File: config.mk
export PLATFORM = sky130hd
export DESIGN_NAME = pm_event_timer
export DESIGN_NICKNAME = d
export VERILOG_FILES = /design/src/rtl/pm_evt_pkg.sv /design/src/rtl/pm_reg_decode.sv /design/src/rtl/pm_tick_counter.sv /design/src/rtl/pm_evt_status.sv /design/src/rtl/pm_event_timer.sv
export SDC_FILE = /design/constraint.sdc
export NUM_CORES = 1
export LEC_CHECK = 0
export ABC_AREA = 1
export BUFFER_PORTS_ARGS = -buffer_cell sky130_fd_sc_hd__buf_2
export CAP_MARGIN = 20
export CORE_MARGIN = 2
export CORE_UTILIZATION = 42
export DETAILED_ROUTE_END_ITERATION = 10
export PLACE_DENSITY = 0.67
export REMOVE_ABC_BUFFERS = 1
export SLEW_MARGIN = 5
export SYNTH_ARGS = -nofsm -noshare
export SYNTH_HDL_FRONTEND = slang
export SYNTH_SLANG_ARGS = --single-unit
File: constraint.sdc
create_clock -name clk -period 1.4 [get_ports clk]
set_input_delay 0.07 -clock clk [delete_from_list [all_inputs] [get_ports clk]]
set_output_delay 0.07 -clock clk [all_outputs]
set_load 0.005 [all_outputs]
File: src/rtl/pm_evt_pkg.sv
`timescale 1ns/1ps
package pm_evt_pkg;

   // register word width shared by status, enable and write data
   localparam int unsigned REG_W   = 16;

   // source bit positions, shared by status and enable
   localparam int unsigned TMR_BIT = 0;
   localparam int unsigned GLK_BIT = 5;
   localparam int unsigned PWR_BIT = 8;
   localparam int unsigned RTC_BIT = 10;

   typedef logic [REG_W-1:0] reg_t;

   localparam reg_t SRC_MASK = reg_t'((32'd1 << TMR_BIT) | (32'd1 << GLK_BIT) |
                                      (32'd1 << PWR_BIT) | (32'd1 << RTC_BIT));

   typedef enum logic [1:0] {
      SEL_NONE,
      SEL_STS,
      SEL_EN,
      SEL_TMR
   } rd_sel_e;

   typedef struct packed {
      logic sts_wr;
      logic en_wr;
   } wr_strb_t;

endpackage

File: src/rtl/pm_reg_decode.sv
`timescale 1ns/1ps
// Offset decode for the three registers.
module pm_reg_decode
   import pm_evt_pkg::*;
#(
   parameter int unsigned ADDR_W  = 4,
   parameter int unsigned STS_OFS = 0,
   parameter int unsigned EN_OFS  = 2,
   parameter int unsigned TMR_OFS = 8
)(
   input  logic [ADDR_W-1:0] addr,
   input  logic              wr,
   output rd_sel_e           sel,
   output wr_strb_t          strb
);

   localparam logic [ADDR_W-1:0] A_STS = ADDR_W'(STS_OFS);
   localparam logic [ADDR_W-1:0] A_EN  = ADDR_W'(EN_OFS);
   localparam logic [ADDR_W-1:0] A_TMR = ADDR_W'(TMR_OFS);

   always_comb begin
      if (addr == A_STS)      sel = SEL_STS;
      else if (addr == A_EN)  sel = SEL_EN;
      else if (addr == A_TMR) sel = SEL_TMR;
      else                    sel = SEL_NONE;
   end

   // the timer offset is read-only: no strobe is ever produced for it
   always_comb begin
      strb.sts_wr = wr && (sel == SEL_STS);
      strb.en_wr  = wr && (sel == SEL_EN);
   end

endmodule

File: src/rtl/pm_tick_counter.sv
`timescale 1ns/1ps
// Free-running interval counter plus overflow-point tracker.
// The overflow point is always a multiple of half the counter range, so it
// is held as the value the counter's top bit takes at that point.
module pm_tick_counter #(
   parameter int unsigned CNT_W = 24
)(
   input  logic             clk,
   input  logic             rst_n,
   input  logic             tick_en,
   input  logic             recalc,
   output logic [CNT_W-1:0] count_q,
   output logic             tgt_half_q,
   output logic             reached
);

   localparam int unsigned MSB = CNT_W - 1;

   always_ff @(posedge clk or negedge rst_n) begin
      if (!rst_n)       count_q <= '0;
      else if (tick_en) count_q <= count_q + CNT_W'(1);
   end

   // reset puts the point at zero; re-arming picks the next half-range
   // boundary strictly above the present count
   always_ff @(posedge clk or negedge rst_n) begin
      if (!rst_n)      tgt_half_q <= 1'b0;
      else if (recalc) tgt_half_q <= ~count_q[MSB];
   end

   assign reached = (count_q[MSB] == tgt_half_q);

endmodule

File: src/rtl/pm_evt_status.sv
`timescale 1ns/1ps
// Status (write-one-to-clear) and enable words, one cell per implemented bit.
module pm_evt_status
   import pm_evt_pkg::*;
(
   input  logic     clk,
   input  logic     rst_n,
   input  wr_strb_t strb,
   input  reg_t     wdata,
   input  logic     tmr_reached,
   input  logic     pwr_req,
   input  logic     rtc_evt,
   input  logic     glk_evt,
   output reg_t     sts_q,
   output reg_t     en_q,
   output logic     recalc
);

   wire [REG_W-1:0] sts_w;
   wire [REG_W-1:0] en_w;
   reg_t            set_v;
   reg_t            clr_v;

   // hardware set sources
   always_comb begin
      set_v          = '0;
      set_v[TMR_BIT] = tmr_reached & ~sts_w[TMR_BIT];
      set_v[PWR_BIT] = pwr_req & en_w[PWR_BIT];
      set_v[RTC_BIT] = rtc_evt;
      set_v[GLK_BIT] = glk_evt;
   end

   assign clr_v  = strb.sts_wr ? wdata : '0;
   // re-arm only when a pending timer event is acknowledged
   assign recalc = clr_v[TMR_BIT] & sts_w[TMR_BIT];

   for (genvar b = 0; b < REG_W; b++) begin : g_bit
      if (SRC_MASK[b]) begin : g_impl
         logic s_q;
         logic e_q;
         // set wins over a same-cycle clear; R5 clear of ones only
         always_ff @(posedge clk or negedge rst_n) begin
            if (!rst_n) begin
               s_q <= 1'b0;
               e_q <= 1'b0;
            end else begin
               s_q <= (s_q & ~clr_v[b]) | set_v[b];
               if (strb.en_wr) e_q <= wdata[b];
            end
         end
         assign sts_w[b] = s_q;
         assign en_w[b]  = e_q;
      end else begin : g_rsvd
         assign sts_w[b] = 1'b0;
         assign en_w[b]  = 1'b0;
      end
   end

   assign sts_q = sts_w;
   assign en_q  = en_w;

endmodule

File: src/rtl/pm_event_timer.sv
`timescale 1ns/1ps
module pm_event_timer
   import pm_evt_pkg::*;
#(
   parameter int unsigned ADDR_W  = 4,
   parameter int unsigned RD_W    = 32,
   parameter int unsigned CNT_W   = 24,
   parameter int unsigned STS_OFS = 0,
   parameter int unsigned EN_OFS  = 2,
   parameter int unsigned TMR_OFS = 8
)(
   input  logic              clk,
   input  logic              rst_n,
   input  logic              tick_en,
   input  logic              pwr_req,
   input  logic              rtc_evt,
   input  logic              glk_evt,
   input  logic [ADDR_W-1:0] bus_addr,
   input  logic              bus_wr,
   input  logic [REG_W-1:0]  bus_wdata,
   output logic [RD_W-1:0]   bus_rdata,
   output logic              sci
);

   localparam int unsigned ADDR_SPAN = 1 << ADDR_W;

   initial begin
      assert (CNT_W >= 2 && CNT_W <= RD_W)
         else $error("CNT_W must lie in 2..RD_W");
      assert (RD_W >= REG_W)
         else $error("RD_W must hold a whole register word");
      assert (STS_OFS < ADDR_SPAN && EN_OFS < ADDR_SPAN && TMR_OFS < ADDR_SPAN)
         else $error("register offsets must fit in ADDR_W");
      assert (STS_OFS != EN_OFS && STS_OFS != TMR_OFS && EN_OFS != TMR_OFS)
         else $error("register offsets must be distinct");
   end

   rd_sel_e          sel;
   wr_strb_t         strb;
   reg_t             sts_q;
   reg_t             en_q;
   logic             recalc;
   logic             reached;
   logic [CNT_W-1:0] count_q;
   logic             tgt_half_q;

   pm_reg_decode #(
      .ADDR_W (ADDR_W),
      .STS_OFS(STS_OFS),
      .EN_OFS (EN_OFS),
      .TMR_OFS(TMR_OFS)
   ) u_dec (
      .addr(bus_addr),
      .wr  (bus_wr),
      .sel (sel),
      .strb(strb)
   );

   pm_tick_counter #(
      .CNT_W(CNT_W)
   ) u_cnt (
      .clk       (clk),
      .rst_n     (rst_n),
      .tick_en   (tick_en),
      .recalc    (recalc),
      .count_q   (count_q),
      .tgt_half_q(tgt_half_q),
      .reached   (reached)
   );

   pm_evt_status u_sts (
      .clk        (clk),
      .rst_n      (rst_n),
      .strb       (strb),
      .wdata      (bus_wdata),
      .tmr_reached(reached),
      .pwr_req    (pwr_req),
      .rtc_evt    (rtc_evt),
      .glk_evt    (glk_evt),
      .sts_q      (sts_q),
      .en_q       (en_q),
      .recalc     (recalc)
   );

   // read path: unmapped offsets return zero
   always_comb begin
      case (sel)
         SEL_STS: bus_rdata = RD_W'(sts_q);
         SEL_EN:  bus_rdata = RD_W'(en_q);
         SEL_TMR: bus_rdata = RD_W'(count_q);
         default: bus_rdata = '0;
      endcase
   end

   // level interrupt
   assign sci = |(sts_q & en_q & SRC_MASK);

endmodule

==> summary by stage, run 1 <==
Outcome
The run finished with clean final reports.

Setup path
STA puts the critical path data required time at 1.58 ns. The source of the worst register-to-register timing path is u_cnt.count_q[1]. The worst register-to-register path ends at u_cnt.count_q[16]. The endpoint of the most critical setup path is u_cnt.count_q[16]. Counting cells, the worst reg-to-reg path comes to 8. The top fanout value on the critical path is 5. The type of the setup path with the least slack is reg -> reg. The endpoint arrival time on the critical path is 1.55 ns. In this run the worst setup path begins at u_cnt.count_q[1]. The worst setup path is captured at a flip-flop. The worst setup path is launched from a flip-flop. The worst register-to-register path has a setup slack of 0.03 ns.

Drt
The ratio of routed vias to standard cells is 4.63. The first detailed-routing pass ran for 4 iterations. The total number of vias is 1750. The detailed router's first-iteration violation count is 77. The remaining antenna violation count is 0.

The routed design has 4260 um of wire. In the routed design, unresolved DRC markers number 0. The average detailed-routed wire length per instance is 11.3 um.

Global routing
The number of antenna violations at the first check in global routing came to 0. Summed over all layers, the global routing overflow is 0. Entering global routing, the biggest net connects 34 pins. The via count of the first global-routing pass is 1619. The total track usage is 17.6%. The first global-routing pass estimated 7140 um of wire.

Place
The final RePlAce weighted congestion is 0.789. The HPWL reported at the end of detailed placement is 3230 um. After detailed placement, the design holds a cell count of 365.

The worst setup slack before clock tree synthesis is 0.0470 ns. The count of port buffers added during placement is 39. The post-detailed-placement cell area is 2250 um^2.

Synth
The number of unique standard cell types used by synthesis is 24. By area the synthesized netlist is led by sky130_fd_sc_hd__dfrtp_1 42%, sky130_fd_sc_hd__nand2_1 13%, sky130_fd_sc_hd__inv_1 9.5%, sky130_fd_sc_hd__nor2_1 7.0%, sky130_fd_sc_hd__xor2_1 6.2%. Dividing the synthesized area by the synthesized cell count gives 7.28 um^2. The mapped cell area is 1980 um^2. sky130_fd_sc_hd__dfrtp_1 takes more of the synthesized area than any other cell. The proportion of netlist area held by the largest area contributor is 41.7%. The fraction of the yosys area taken by sequential cells is 41.7%. Yosys printed 0 warnings. Counting flops and latches in the post-synthesis netlist gives 33. The number of instances in the synthesized netlist is 272.

Floorplan
During I/O placement, the number of pins put on the boundary was 60. Measured along the y axis, the die boundary spans 72.7 um. Once the floorplan was initialized, standard cells occupied 44.6% of the core. The die is 72.7 um wide. The die area is 5280 um^2. In this run the core area contains 24 standard-cell rows. The core region is 4440 um^2.

Clock network
Clock-pin slew was measured on the worst setup and hold paths at 0.07 ns. The maximum clock path buffer count is 2. The number of levels in the clock H-tree is 2. The sink count of the clock tree is 33. The root buffer cell is sky130_fd_sc_hd__clkbuf_8.

The CTS buffer count is 5. TritonCTS built the clock tree. The clock latency reported for the late side of the worst-skew pair is 0.29 ns.

Final layout
The filler cell count is 444. The share of final-layout standard cells stronger than drive strength 1 is 24.2%. The final cell utilization of the core is 54.9%. After the last flow step, the layout net total stands at 354. The register area is 826 um^2. 0 antenna diodes ended up in the layout.

The multi-input gate area in the final layout is 958 um^2. The growth of design area from synthesis to finish is 23.1%. The post-layout instance count excluding filler cells is 378. The post-layout instance area is 2440 um^2.

Timing
Setup repair after global routing could not meet its margin everywhere. The final worst-path cycle share is 97.7%. The hold violation total from the final report came to 0. The final setup skew is 0.00280 ns. Setup slack on the critical path of the routed design comes to 0.0327 ns. For this run, the top clock speed supported by timing is 731 MHz. Setup violations remaining at the end of the flow were counted as 0. The routed design could run at a clock period as short as 1.37 ns. The max-slew violation total from the final report is 0.

Power
Summed over all nets, the switching power comes to 1070 uW. The clock network fraction of design power is 24.6%. The switching share of power is 36.1%. The internal power is 1900 uW. The total power draw is 2970 uW. Registers are responsible for 45.7% of the overall power. Dividing total power by cell area gives a power density of 1220 nW/um^2.

For this design the static power due to leakage is 0.00137 uW. The portion of total power attributed to combinational logic is 29.7%. The worst-case IR drop observed on VDD is 537 uV.

Hold path
The type of the most critical hold path is in -> reg.

Job
The tool flagged a number of max-cap violations equal to 0.
## per-stage QoR
stage | hold slack (ns) | setup TNS, ns
after floorplan | -0.226 | 0
after global placement | 0.0397 | 0
after detailed placement | 0.0422 | 0
after CTS | 0.0409 | 0
after global routing | 0.0526 | -0.235
final | 0.0416 | 0
## metal layers
metal | GRT usage [%] | part of all wire (%) | vias up
met2 | 26.8 | 47 | 42
met3 | 4.42 | 5.0 | 6
met1 | 23.9 | 46 | 791
li1 | - | - | 911
met5 | 0 | 0 | -
met4 | 7.20 | 1.9 | 0
## critical path: stages, from the launching register on
cell and delay, ns:
sky130_fd_sc_hd__dfrtp_1 0.39, sky130_fd_sc_hd__ha_4 0.16, sky130_fd_sc_hd__nand2_4 0.07, sky130_fd_sc_hd__nor2_4 0.10, sky130_fd_sc_hd__nand3b_1 0.14, sky130_fd_sc_hd__nor2_4 0.19, sky130_fd_sc_hd__nand2_1 0.07, sky130_fd_sc_hd__nand2_1 0.07
sky130_fd_sc_hd__nand2_1 0.06
## placed cells by master, fill, tap and decap left out, types with 3 or more instances in the layout
| cell type | n |
|---|---|
| sky130_fd_sc_hd__dfrtp_1 | 33 |
| sky130_fd_sc_hd__conb_1 | 8 |
| sky130_fd_sc_hd__nor2_2 | 6 |
| sky130_fd_sc_hd__buf_4 | 7 |
| sky130_fd_sc_hd__inv_1 | 49 |
| sky130_fd_sc_hd__xor2_1 | 14 |
| sky130_fd_sc_hd__nand3_1 | 17 |
| sky130_fd_sc_hd__o221ai_1 | 3 |
| sky130_fd_sc_hd__o21ai_0 | 8 |
| sky130_fd_sc_hd__nor2_4 | 6 |
| sky130_fd_sc_hd__nand2_1 | 64 |
| sky130_fd_sc_hd__inv_2 | 3 |
| sky130_fd_sc_hd__clkbuf_8 | 6 |
| sky130_fd_sc_hd__nand2_2 | 6 |
| sky130_fd_sc_hd__buf_2 | 39 |
| sky130_fd_sc_hd__nor2_1 | 36 |
| sky130_fd_sc_hd__dlygate4sd3_1 | 4 |
## timing repair
action                                 4_1_cts  5_1_grt
endpoints found under the hold margin       36        0
resized for setup                            0       12
hold buffers                                 4        0
setup endpoints to repair                    0        6
setup buffers                                0        2
## logic make-up after synthesis
kind of cell    after synthesis  synth area share, %
simple gates                144                 32.3
other cells                   1                0.189
compound gates               15                 4.86
flops                        33                 41.7
xor+xnor                     15                 6.63
fa+ha+maj                     1                0.632
buf+inv                      63                 13.6
## state kept, by name (all words and copies together) (netlist names)
signal                  cells
u_cnt.count_q              24
u_sts.g_bit.g_impl.e_q      4
u_cnt.tgt_half_q            1
u_sts.g_bit.g_impl.s_q      4
## power by group through the flow
stage          logic [uW]  clock network, uW  registers (uW)
2_1_floorplan         529                  0            1320
3_3_place_gp          766                  0            1350
3_5_place_dp          784                  0            1350
4_1_cts               797                756            1340
5_1_grt               997                787            1390
6_report              883                733            1360
## cell usage after synthesis, drive strengths merged
cell / instances
o21ai: 8
nand2: 72
buf: 9
ha: 1
o21a: 1
inv: 52
nand4: 2
nand3: 19
clkbuf: 2
xnor2: 1
nor3: 2
o21bai: 2
o221ai: 3
o211ai: 1
nor2: 48
xor2: 14
conb: 1
dfrtp: 33
nand3b: 1
## area by class of cell
type                    count  share of cell area, %
multi-input cells         183                   39.3
well taps                  52                   2.67
flip-flops and latches     33                   33.9
clock buffers               7                   3.54
repair buffers             51                   12.6
inverters                  52                   8.00
## worst min path at each step
stage	from	end	slack (ns)	depth (start not counted)
2_1_floorplan	rst_n	u_cnt.count_q[0]	-0.23	0
3_3_place_gp	rst_n	u_cnt.count_q[0]	0.04	2
3_5_place_dp	rst_n	u_cnt.count_q[1]	0.04	2
4_1_cts	bus_wdata[0]	u_sts.g_bit[0].g_impl.e_q	0.04	3
5_1_grt	bus_wdata[0]	u_sts.g_bit[0].g_impl.e_q	0.05	3
6_report	bus_wdata[0]	u_sts.g_bit[0].g_impl.e_q	0.04	3
Note: power is estimated with default switching activity, not from simulation.
==> run 2: changes to the inputs <==
- CELL_PAD_IN_SITES_DETAIL_PLACEMENT: not set -> 0
- CELL_PAD_IN_SITES_GLOBAL_PLACEMENT: not set -> 2
- CORE_UTILIZATION: 42 -> 28
- PLACE_DENSITY: 0.67 -> not set
- PLACE_DENSITY_LB_ADDON: not set -> 0.1
- RECOVER_POWER: not set -> 25
==> summary by stage, run 2 (synthesis results as in run 1) <==
Setup path
STA classifies the critical path endpoint as a flip-flop. The cell family contributing the most delay on the critical path is simple AND/OR/NAND/NOR gates. The most frequent cell on the critical path is sky130_fd_sc_hd__nand2_1.

The critical path starts at u_cnt.count_q[1]. The critical path is of the reg -> reg type. The number of buffer and inverter instances along the worst setup path came to 0 (unchanged). The required time of the worst setup path is 1.58 ns (about the same). The endpoint arrival time on the critical path is 1.56 ns (about the same). The startpoint class of the critical path is a flip-flop.

The worst register-to-register path begins at u_cnt.count_q[1]. The largest incremental delay on the critical path is 0.37 ns (-0.02 ns). The signal on the critical path passes through ha_2 -> nand2_2 -> nor2_2 -> nand3b_1 -> nor2_4 -> nand2_1 -> nand2_1 -> nand2_1. The top fanout value on the critical path is 5 (unchanged).

The largest individual stage delay along the critical path comes from the cell sky130_fd_sc_hd__dfrtp_1.

Outcome
The flow ran to the end, and the final reports show no timing, DRC or antenna violations.

Final layout
The post-layout instance area was 2460 um^2 (+0.82%). The largest registers in the layout are u_cnt.count_q (24), u_sts.g_bit.g_impl.e_q (4), u_sts.g_bit.g_impl.s_q (4). The share of final-layout standard cells stronger than drive strength 1 was 23.5% (-0.69 points). The post-layout instance count excluding filler cells is 423 (+12%). The post-layout net count is 355 (+0.28%). The filler cell count is 776 (+75%). The growth of design area from synthesis to finish is 24.1%. The flip-flop count of the largest register, all copies and words added is 24 (unchanged).

The library cell used most frequently in the layout, excluding fill and tap cells, is sky130_fd_sc_hd__nand2_1. The antenna diode count is 0 (unchanged). In the layout the commonest cells are 66 x sky130_fd_sc_hd__nand2_1, 50 x sky130_fd_sc_hd__inv_1, 39 x sky130_fd_sc_hd__buf_2. The register with the most flip-flops is u_cnt.count_q.

Hold path
The startpoint of the most critical hold path is bus_wdata[0]. The type of the most critical hold path is in -> reg.

Global routing
The final global-route overflow total is 0 (unchanged). The number of antenna violations at the first check in global routing is 0 (unchanged). The pin count of the biggest net entering global routing was 34 (unchanged). The total track usage is 13.6% (-3.9 points). The via count of the first global-routing pass is 1726 (+6.6%).

The wire length of the first global-routing pass came to 8190 um (+15%).

Power
The total power draw is 2920 uW (-1.7%). The maximum resistive drop on vdd came to 453 uV (-16%). The power density of the placed cells is 1190 nW/um^2 (-2.5%). The leakage power of the design was 0.00136 uW (-0.55%).

Timing
Setup repair after global routing could not meet its margin everywhere. The maximum achievable frequency is 724 MHz (-0.96%). The worst hold margin is 0.0441 ns (+0.00252 ns). The final critical-path required period came to 1.38 ns (+0.0133 ns). The final worst-path cycle share is 98.6% (+0.95 points). The final-report setup violation count is 0 (unchanged).

The remaining max-slew budget at the tightest pin is 42.5%. The actual transition at the worst max-transition pin is 0.863 ns. The hold violation total from the final report is 0 (unchanged). The final worst setup slack is 0.0194 ns (-0.0133 ns). The final setup skew is 0.00583 ns (+0.00303 ns).

The max-slew violation total from the final report is 0 (unchanged).

Drt
The total number of vias is 1700 (-2.9%). The ratio of routed vias to standard cells is 4.02 (-13%). The number of detailed-routing iterations run before antenna repair came to 4 (unchanged).

The detailed router's first-iteration violation count is 28 (-64%). The number of design rule violations left after detail routing is 0 (unchanged). The remaining antenna violation count is 0 (unchanged). The average detailed-routed wire length per instance is 11.2 um (-0.55%). The wire length after detailed routing is 4740 um (+11%).

Clock network
The clock latency reported for the late side of the worst-skew pair is 0.28 ns (about the same). The number of levels in the clock H-tree is 2 (unchanged). TritonCTS built the clock tree. The clock slew seen by the registers of the worst setup and hold paths was 0.07 ns (about the same). The root buffer cell is sky130_fd_sc_hd__clkbuf_8.

The sink count of the clock tree came to 33 (unchanged). The maximum clock path buffer count is 2 (unchanged). The CTS buffer count is 5 (unchanged).

Floorplan
The horizontal die dimension is 88.1 um (+21%). The initial core utilization is 29.0% (-16 points). The number of top-level design ports came to 60 (unchanged). The total number of placement rows was 30 (+25%). The die area came to 7760 um^2 (+47%). The height of the chip is 88.1 um (+21%). The placeable core region is 6830 um^2 (+54%).

Place
The count of port buffers added during placement is 39 (unchanged). The final RePlAce weighted congestion is 0.747 (-5.3%). The post-detailed-placement cell area is 2300 um^2 (+2.2%). The worst setup slack before clock tree synthesis is 0.0345 ns (-0.0125 ns). The number of cells after detailed placement is 410 (+12%). The HPWL reported at the end of detailed placement was 3650 um (+13%).

Job
The max-capacitance violation count is 0 (unchanged).
-- run 2: final cells by class --
type | count | area [um^2] | area share (%)
flip-flops and latches | 33 | 826 | 33.6
repair buffers | 52 | 300 | 12.2
well taps | 96 | 120 | 4.89
inverters | 52 | 195 | 7.94
clock buffers | 7 | 86.3 | 3.51
multi-input cells | 183 | 931 | 37.9
-- run 2: worst register-to-register path: stages, from the launching register on --
cell and delay (ns):
sky130_fd_sc_hd__dfrtp_1 0.37, sky130_fd_sc_hd__ha_2 0.20, sky130_fd_sc_hd__nand2_2 0.07, sky130_fd_sc_hd__nor2_2 0.11, sky130_fd_sc_hd__nand3b_1 0.15, sky130_fd_sc_hd__nor2_4 0.20
sky130_fd_sc_hd__nand2_1 0.07, sky130_fd_sc_hd__nand2_1 0.07, sky130_fd_sc_hd__nand2_1 0.04
-- run 2: where the power goes --
group          internal (uW)  switching (uW)  total (uW)
sequential              1150             208        1350
combinational            340             497         837
clock                    390             344         734
-- run 2: final timing paths --
kind,endpoint,slack (ns),cells past startpoint
worst min register to register,u_cnt.count_q[20],0.50,2
worst min-delay path,u_sts.g_bit[0].g_impl.e_q,0.04,3
max in group asynchronous,u_cnt.count_q[4],0.34,3
worst max register to register,u_cnt.count_q[20],0.02,8
worst max-delay path,u_cnt.count_q[20],0.02,8
min in group asynchronous,u_sts.g_bit[10].g_impl.e_q,0.51,3
-- run 2: per-stage QoR --
| stage | util (%) | setup TNS [ns] |
|---|---|---|
| floorplan | - | 0 |
| global placement | 33.7 | 0 |
| detailed placement | 33.7 | 0 |
| CTS | 35.5 | 0 |
| global route | 36.0 | -0.384 |
| finish | 36.0 | 0 |
-- run 2: per-layer routing --
layer	track usage, %	routed length, um	part of all wire (%)	up-vias
li1	-	-	-	909
met1	19.4	2490	53	746
met2	20.9	2000	42	40
met3	2.36	193	4.1	5
met4	4.96	59	1.2	0
met5	0	0	0	-
-- run 2: timing repair --
action                                 4_1_cts  5_1_grt
buffers inserted                             0        2
endpoints found under the hold margin       36        0
gates resized for setup                      0        6
hold buffers                                 4        0
setup endpoints to repair                    0       10
